===== config.mk =====
export PLATFORM = sky130hd
export DESIGN_NAME = lfsr_scrambler
export DESIGN_NICKNAME = d
export VERILOG_FILES = /design/src/rtl/lfsr_pkg.sv /design/src/rtl/lfsr_cfg_regs.sv /design/src/rtl/lfsr_core.sv /design/src/rtl/lfsr_preshift.sv /design/src/rtl/lfsr_scrambler.sv
export SDC_FILE = /design/constraint.sdc
export NUM_CORES = 1
export LEC_CHECK = 0
export ABC_CLOCK_PERIOD_IN_PS = 3810
export BUFFER_PORTS_ARGS = -buffer_cell sky130_fd_sc_hd__buf_2
export CORE_UTILIZATION = 59
export DETAILED_ROUTE_END_ITERATION = 10
export GPL_ROUTABILITY_DRIVEN = 0
export PLACE_DENSITY = 0.81
export SLEW_MARGIN = 20
export SYNTH_ARGS = -nofsm -noshare
export SYNTH_HDL_FRONTEND = slang
export SYNTH_HIERARCHICAL = 1
export SYNTH_SLANG_ARGS = --single-unit

===== constraint.sdc =====
create_clock -name clk -period 3.81 [get_ports clk]
set_input_delay 0 -clock clk [delete_from_list [all_inputs] [get_ports clk]]
set_output_delay 0 -clock clk [all_outputs]
set_load 0.01 [all_outputs]

===== src/rtl/lfsr_pkg.sv =====
package lfsr_pkg;

  // Per-beat operating mode; code 3 is an alias of the generator.
  typedef enum logic [1:0] {
    MODE_GEN     = 2'd0,
    MODE_SCR     = 2'd1,
    MODE_DSC     = 2'd2,
    MODE_GEN_ALT = 2'd3
  } lfsr_mode_e;

endpackage


===== src/rtl/lfsr_cfg_regs.sv =====
module lfsr_cfg_regs #(
  parameter  int W  = 32,
  localparam int LW = $clog2(W)
) (
  input  logic          clk,
  input  logic          rst,
  input  logic          cfg_load,
  input  logic [W-1:0]  cfg_mask,
  input  logic [W-1:0]  cfg_seed,
  input  logic [LW:0]   cfg_len,
  output logic [W-1:0]  mask_q,
  output logic [W-1:0]  seed_q,
  output logic [W-1:0]  span_q,
  output logic [W-1:0]  seed_new,
  output logic [LW-1:0] len_q,
  output logic          cfg_ok,
  output logic          cfg_err
);

  logic [W-1:0] span_new;

  // Thermometer masks: bit i set when i <= length
  for (genvar i = 0; i < W; i++) begin : g_span
    assign span_new[i] = (cfg_len >= (LW+1)'(i));
    assign span_q[i]   = (len_q   >= LW'(i));
  end

  assign cfg_ok   = cfg_load && (cfg_len < (LW+1)'(W));
  assign seed_new = cfg_seed & span_new;

  always_ff @(posedge clk) begin
    if (rst) begin
      mask_q  <= '0;
      seed_q  <= '0;
      len_q   <= '0;
      cfg_err <= 1'b0;
    end else if (cfg_load) begin
      cfg_err <= !cfg_ok;
      if (cfg_ok) begin
        mask_q <= cfg_mask & span_new;
        seed_q <= seed_new;
        len_q  <= cfg_len[LW-1:0];
      end
    end
  end

  AST_REJECT_KEEPS_CFG: assert property (@(posedge clk) disable iff (rst)
    cfg_load && (cfg_len > (LW+1)'(W-1)) |=> cfg_err && $stable(mask_q) && $stable(seed_q) && $stable(len_q));

  AST_MASK_IN_SPAN: assert property (@(posedge clk) disable iff (rst)
    ((mask_q | seed_q) & ~span_q) == '0);

endmodule


===== src/rtl/lfsr_core.sv =====
module lfsr_core
  import lfsr_pkg::*;
#(
  parameter  int W  = 32,
  localparam int LW = $clog2(W)
) (
  input  logic          clk,
  input  logic          rst,
  input  logic          load,
  input  logic [W-1:0]  load_val,
  input  logic          step,
  input  lfsr_mode_e    mode,
  input  logic          in_bit,
  input  logic [W-1:0]  mask,
  input  logic [W-1:0]  span,
  input  logic [LW-1:0] len,
  output logic [W-1:0]  sr_q,
  output logic          step_out
);

  logic         taps;
  logic         ins;
  logic [W-1:0] sr_next;

  assign taps = ^(sr_q & mask);

  always_comb begin
    case (mode)
      MODE_SCR: begin
        ins      = taps ^ in_bit;
        step_out = sr_q[0];
      end
      MODE_DSC: begin
        ins      = in_bit;
        step_out = taps ^ in_bit;
      end
      default: begin
        ins      = taps;
        step_out = sr_q[0];
      end
    endcase
  end

  assign sr_next = (sr_q >> 1) | (W'(ins) << len);

  always_ff @(posedge clk) begin
    if (rst)       sr_q <= '0;
    else if (load) sr_q <= load_val;
    else if (step) sr_q <= sr_next;
  end

  AST_SHIFT_RIGHT: assert property (@(posedge clk) disable iff (rst)
    step && !load |=> ((sr_q ^ ($past(sr_q) >> 1)) & ~(W'(1) << len)) == '0);

  AST_HIGH_BITS_ZERO: assert property (@(posedge clk) disable iff (rst)
    (sr_q & ~span) == '0);

endmodule


===== src/rtl/lfsr_preshift.sv =====
module lfsr_preshift #(
  parameter int CW = 16
) (
  input  logic          clk,
  input  logic          rst,
  input  logic          start,
  input  logic [CW-1:0] count,
  input  logic          abort,
  output logic          busy,
  output logic          step
);

  logic [CW-1:0] cnt_q;

  assign busy = (cnt_q != '0);
  assign step = busy && !abort;

  always_ff @(posedge clk) begin
    if (rst)        cnt_q <= '0;
    else if (abort) cnt_q <= '0;
    else if (busy)  cnt_q <= cnt_q - CW'(1);
    else if (start) cnt_q <= count;
  end

  AST_PRE_COUNTDOWN: assert property (@(posedge clk) disable iff (rst)
    busy && !abort |=> cnt_q == $past(cnt_q) - CW'(1));

  AST_PRE_ABORT: assert property (@(posedge clk) disable iff (rst)
    abort |=> !busy);

endmodule


===== src/rtl/lfsr_scrambler.sv =====
module lfsr_scrambler
  import lfsr_pkg::*;
#(
  parameter  int W  = 32,
  parameter  int CW = 16,
  localparam int LW = $clog2(W)
) (
  input  logic          clk,
  input  logic          rst,
  input  logic          cfg_load,
  input  logic [W-1:0]  cfg_mask,
  input  logic [W-1:0]  cfg_seed,
  input  logic [LW:0]   cfg_len,
  output logic          cfg_err,
  input  logic          seed_reset,
  input  logic          pre_start,
  input  logic [CW-1:0] pre_count,
  output logic          busy,
  input  logic          in_valid,
  output logic          in_ready,
  input  logic [1:0]    in_mode,
  input  logic          in_bit,
  output logic          out_valid,
  output logic          out_bit
);

  logic [W-1:0]  mask_q, seed_q, span_q, seed_new, sr_q;
  logic [LW-1:0] len_q;
  logic          cfg_ok, abort, pre_step, beat, step_out;
  lfsr_mode_e    core_mode;

  lfsr_cfg_regs #(.W(W)) u_cfg (
    .clk, .rst, .cfg_load, .cfg_mask, .cfg_seed, .cfg_len,
    .mask_q, .seed_q, .span_q, .seed_new, .len_q, .cfg_ok, .cfg_err
  );

  assign abort = cfg_ok || seed_reset;

  lfsr_preshift #(.CW(CW)) u_pre (
    .clk, .rst, .start(pre_start), .count(pre_count), .abort,
    .busy, .step(pre_step)
  );

  assign in_ready  = !busy && !cfg_load && !seed_reset && !pre_start;
  assign beat      = in_valid && in_ready;
  assign core_mode = pre_step ? MODE_GEN : lfsr_mode_e'(in_mode);

  lfsr_core #(.W(W)) u_core (
    .clk, .rst,
    .load(abort),
    .load_val(cfg_ok ? seed_new : seed_q),
    .step(pre_step || beat),
    .mode(core_mode),
    .in_bit,
    .mask(mask_q),
    .span(span_q),
    .len(len_q),
    .sr_q,
    .step_out
  );

  always_ff @(posedge clk) begin
    if (rst) begin
      out_valid <= 1'b0;
      out_bit   <= 1'b0;
    end else begin
      out_valid <= beat;
      if (beat) out_bit <= step_out;
    end
  end

  AST_BUSY_NOT_READY: assert property (@(posedge clk) disable iff (rst)
    busy |-> !in_ready);

  AST_BEAT_GIVES_OUT: assert property (@(posedge clk) disable iff (rst)
    in_valid && in_ready |=> out_valid);

  AST_NO_SPURIOUS_OUT: assert property (@(posedge clk) disable iff (rst)
    !(in_valid && in_ready) |=> !out_valid);

  AST_SEED_RESTORE: assert property (@(posedge clk) disable iff (rst)
    seed_reset && !cfg_load |=> sr_q == $past(seed_q));

endmodule


==> metrics.md <==
| Metric | Value |
|---|---|
| Hold slack | between 20 and 30 ps |
| Crit path max-delay family | simple AND/OR/NAND/NOR gates |
| Vias in the first global route | 7676 |
| GR met3 Demand/Resource | 11.01% |
| Critical-path cell list | inv_1 -> ha_1 -> nor4b_4 -> and4_1 -> buf_4 -> inv_6 -> nor4_2 -> nand2_2 -> or2b_1 -> or2_2 -> nor2_1 -> nor2_1 -> nand3_1 -> o211ai_1 |
| Area Overhead vs Synth | 24.14% |
| Largest net degree at the start of global routing | approximately 70 |
| Number of buffers added for setup after CTS | 0 |
| Max Slew Vio Count | 0 |
| Clk slew on worst S/H paths | about 50 ps |
| Via count | 7983 |
| CP endpoint kind | flop |
| GRT busiest layer | met2 |
| Max-cap violations | 0 |
| Unrepaired setup endpoints after global routing | no |
| Htree depth | 4 |
| Worst slack, placed | 577.2 ps |
| Area occupied by multi-input gates | between 0.004 and 0.005 sq mm |
| Final HPWL DP | around 15 mm |
| Worst Skew | about 6.5 ps |
| DRC viols | 0 |
| Final Hold Vio Count | 0 |
| Startpoint types | flop |
| Vias per cell | roughly 6.5 |
| Routed wire length | about 26 mm |
| TritonRoute pass-1 iters | 5 |
| Critical Path Max Stage Delay | 430 ps |
| Sink Count | 120 |
| Width of the chip | about 110 um |
| Cts bufs inserted | 17 |
| FF/Latch Area | roughly 0.0024 sq mm |
| Relative slew slack | about a quarter |
| Tightest Hold Check Type | input port to flop |
| Final net count | around 1100 |
| Met2 Use GR | between 60% and 70% |
| First-pass GRT wire length | 39.79 mm |
| Root buf cell | clkbuf_16 |
| Post-DRT Antenna Nets | 0 |
| Core ar. | 0.01216 sq mm |
| IO buf count | 99 |
| Yosys Warn Count | 6 |
| Mapped Area | 0.007448 sq mm |
| Worst slew pin tran | 1116 ps |
| PD cells | around 590 mW/mm^2 |
| PnR worst setup slack | between 400 and 500 ps |
| Layout cell share with drive strength beyond 1 | between 20% and 30% |
| Power Total | 5.451 mW |
| Grt total ovfl | 0 |
| Status | complete, no violations |
| Max clock buf depth | 2 |
| Std cell rows | 40 |
| Die Y | between 100 and 150 um |
| Drt wl/cell | ~21 um |
| FMAX | roughly 0.30 GHz |
| Total GRT Usage | approximately two fifths |
| Initial antenna violation count | 2 |
| CP required | between 4000 and 5000 ps |
| Final setup fails | 0 |
| IO Count | 100 |
| Crit-path slowest cell | or2_2 |
| Mapped Nets | 1028 |
| Met1 usage | a little under half |
| Syn Inst Count | between 900 and 1000 |
| Critical path type | flop to flop |
| Crit-path max FO | 23 |
| CTS tree | done |
| Clk_lat worst skew | between 400 and 500 ps |
| Fin Setup TNS | 0 ps |
| Die area | 0.01308 sq mm |
| Initial drt markers | around 960 |
| VDD IR max | between 0.0003 and 0.0004 V |
| Min cycle time layout | ~3400 ps |
| Lkg Pwr | around 3.5 nW |
| Most used cell, CP | nor2_1 |
| Data arrival, critical path | 3720 ps |
| Syn Area/Cell | 8.018 sq um |
| Fill cells | slightly above 800 |
| WP buf/inv | 3 |
| Fin crit share | 88.85% |
| Gates resized, CTS repair | 0 |
| Fin util | about three quarters |
| Initial core utilization | slightly above 60% |
cell usage in the layout (no fill, tap or decap), drive strengths merged, types with 5 or more instances in the layout:
cell type / n
nor3: 9
mux2i: 8
o21ai: 7
clkinv: 5
o32ai: 16
o211ai: 50
dfxtp: 120
nand3: 46
mux2: 33
nor2b: 22
nor4: 11
nand4: 13
o2111ai: 6
dlygate4sd3: 78
nor2: 79
a21oi: 78
nor3b: 5
and3: 8
o221ai: 14
a211oi: 22
xor2: 10
clkbuf: 23
nand3b: 11
o21a: 26
inv: 14
buf: 111
nand2: 134
or2: 6
xnor2: 25
bufinv: 5
nand4b: 8
and2: 8
power by group:
part	switching [mW]	internal, mW	total [mW]
combinational	1.31	0.804	2.12
sequential	0.173	1.40	1.57
clock	0.574	1.19	1.76
total	2.06	3.39	5.45
flip-flops by register name, indices dropped and copies added (netlist names):
signal	cells
u_cfg/mask_q	32
u_cfg/seed_q	32
u_core/sr_q	32
u_pre/cnt_q	16
u_cfg/len_q	5
out_bit	1
out_valid	1
u_cfg/cfg_err	1
area by class of cell:
class / count / area share [%]
clock buffer: 23 / 5.061
timing repair buffer: 189 / 14.80
sequential: 120 / 25.98
inverter: 15 / 0.6766
multi-input combinational: 707 / 49.31
antenna: 2 / 0.05413
tap: 168 / 2.273
clock inverter: 9 / 1.840
layer usage:
| metal | up-vias | routed length [um] |
|---|---|---|
| met1 | 3745 | 9800 |
| met5 | - | 0 |
| met4 | 0 | 1298 |
| met3 | 102 | 2228 |
| met2 | 514 | 12170 |
| li1 | 3622 | - |
what timing repair did:
action	in CTS	in global routing
hold endpoints to repair	78	0
hold buffers	78	0
setup endpoints to repair	0	0
final timing paths:
check | cells past startpoint | end | start | slack (ps)
setup reg to reg | 14 | u_core/sr_q[23] | u_pre/cnt_q[0] | 420
hold reg to reg | 2 | u_cfg/seed_q[21] | u_cfg/seed_q[21] | 450
hold / removal | 3 | u_pre/cnt_q[12] | pre_count[12] | 30
setup / recovery | 14 | u_core/sr_q[23] | u_pre/cnt_q[0] | 420
through the flow:
| stage | std cells | cell area, sq um |
|---|---|---|
| after floorplan | 929 | 7448 |
| after global placement | 1121 | 7818 |
| after detailed placement | 1121 | 7823 |
| after CTS | 1231 | 9241 |
| after global routing | 1232 | 9244 |
| final | 1233 | 9246 |
worst reg2reg max path, cell delays in order (launching register included):
cell and delay (ps):
dfxtp_1 360, inv_1 110, ha_1 150, nor4b_4 370, and4_1 380, buf_4 210, inv_6 90, nor4_2 310
nand2_2 100, or2b_1 180, or2_2 430, nor2_1 120, nor2_1 190, nand3_1 110, o211ai_1 200
No activity file was read; power rests on OpenSTA's default activity.
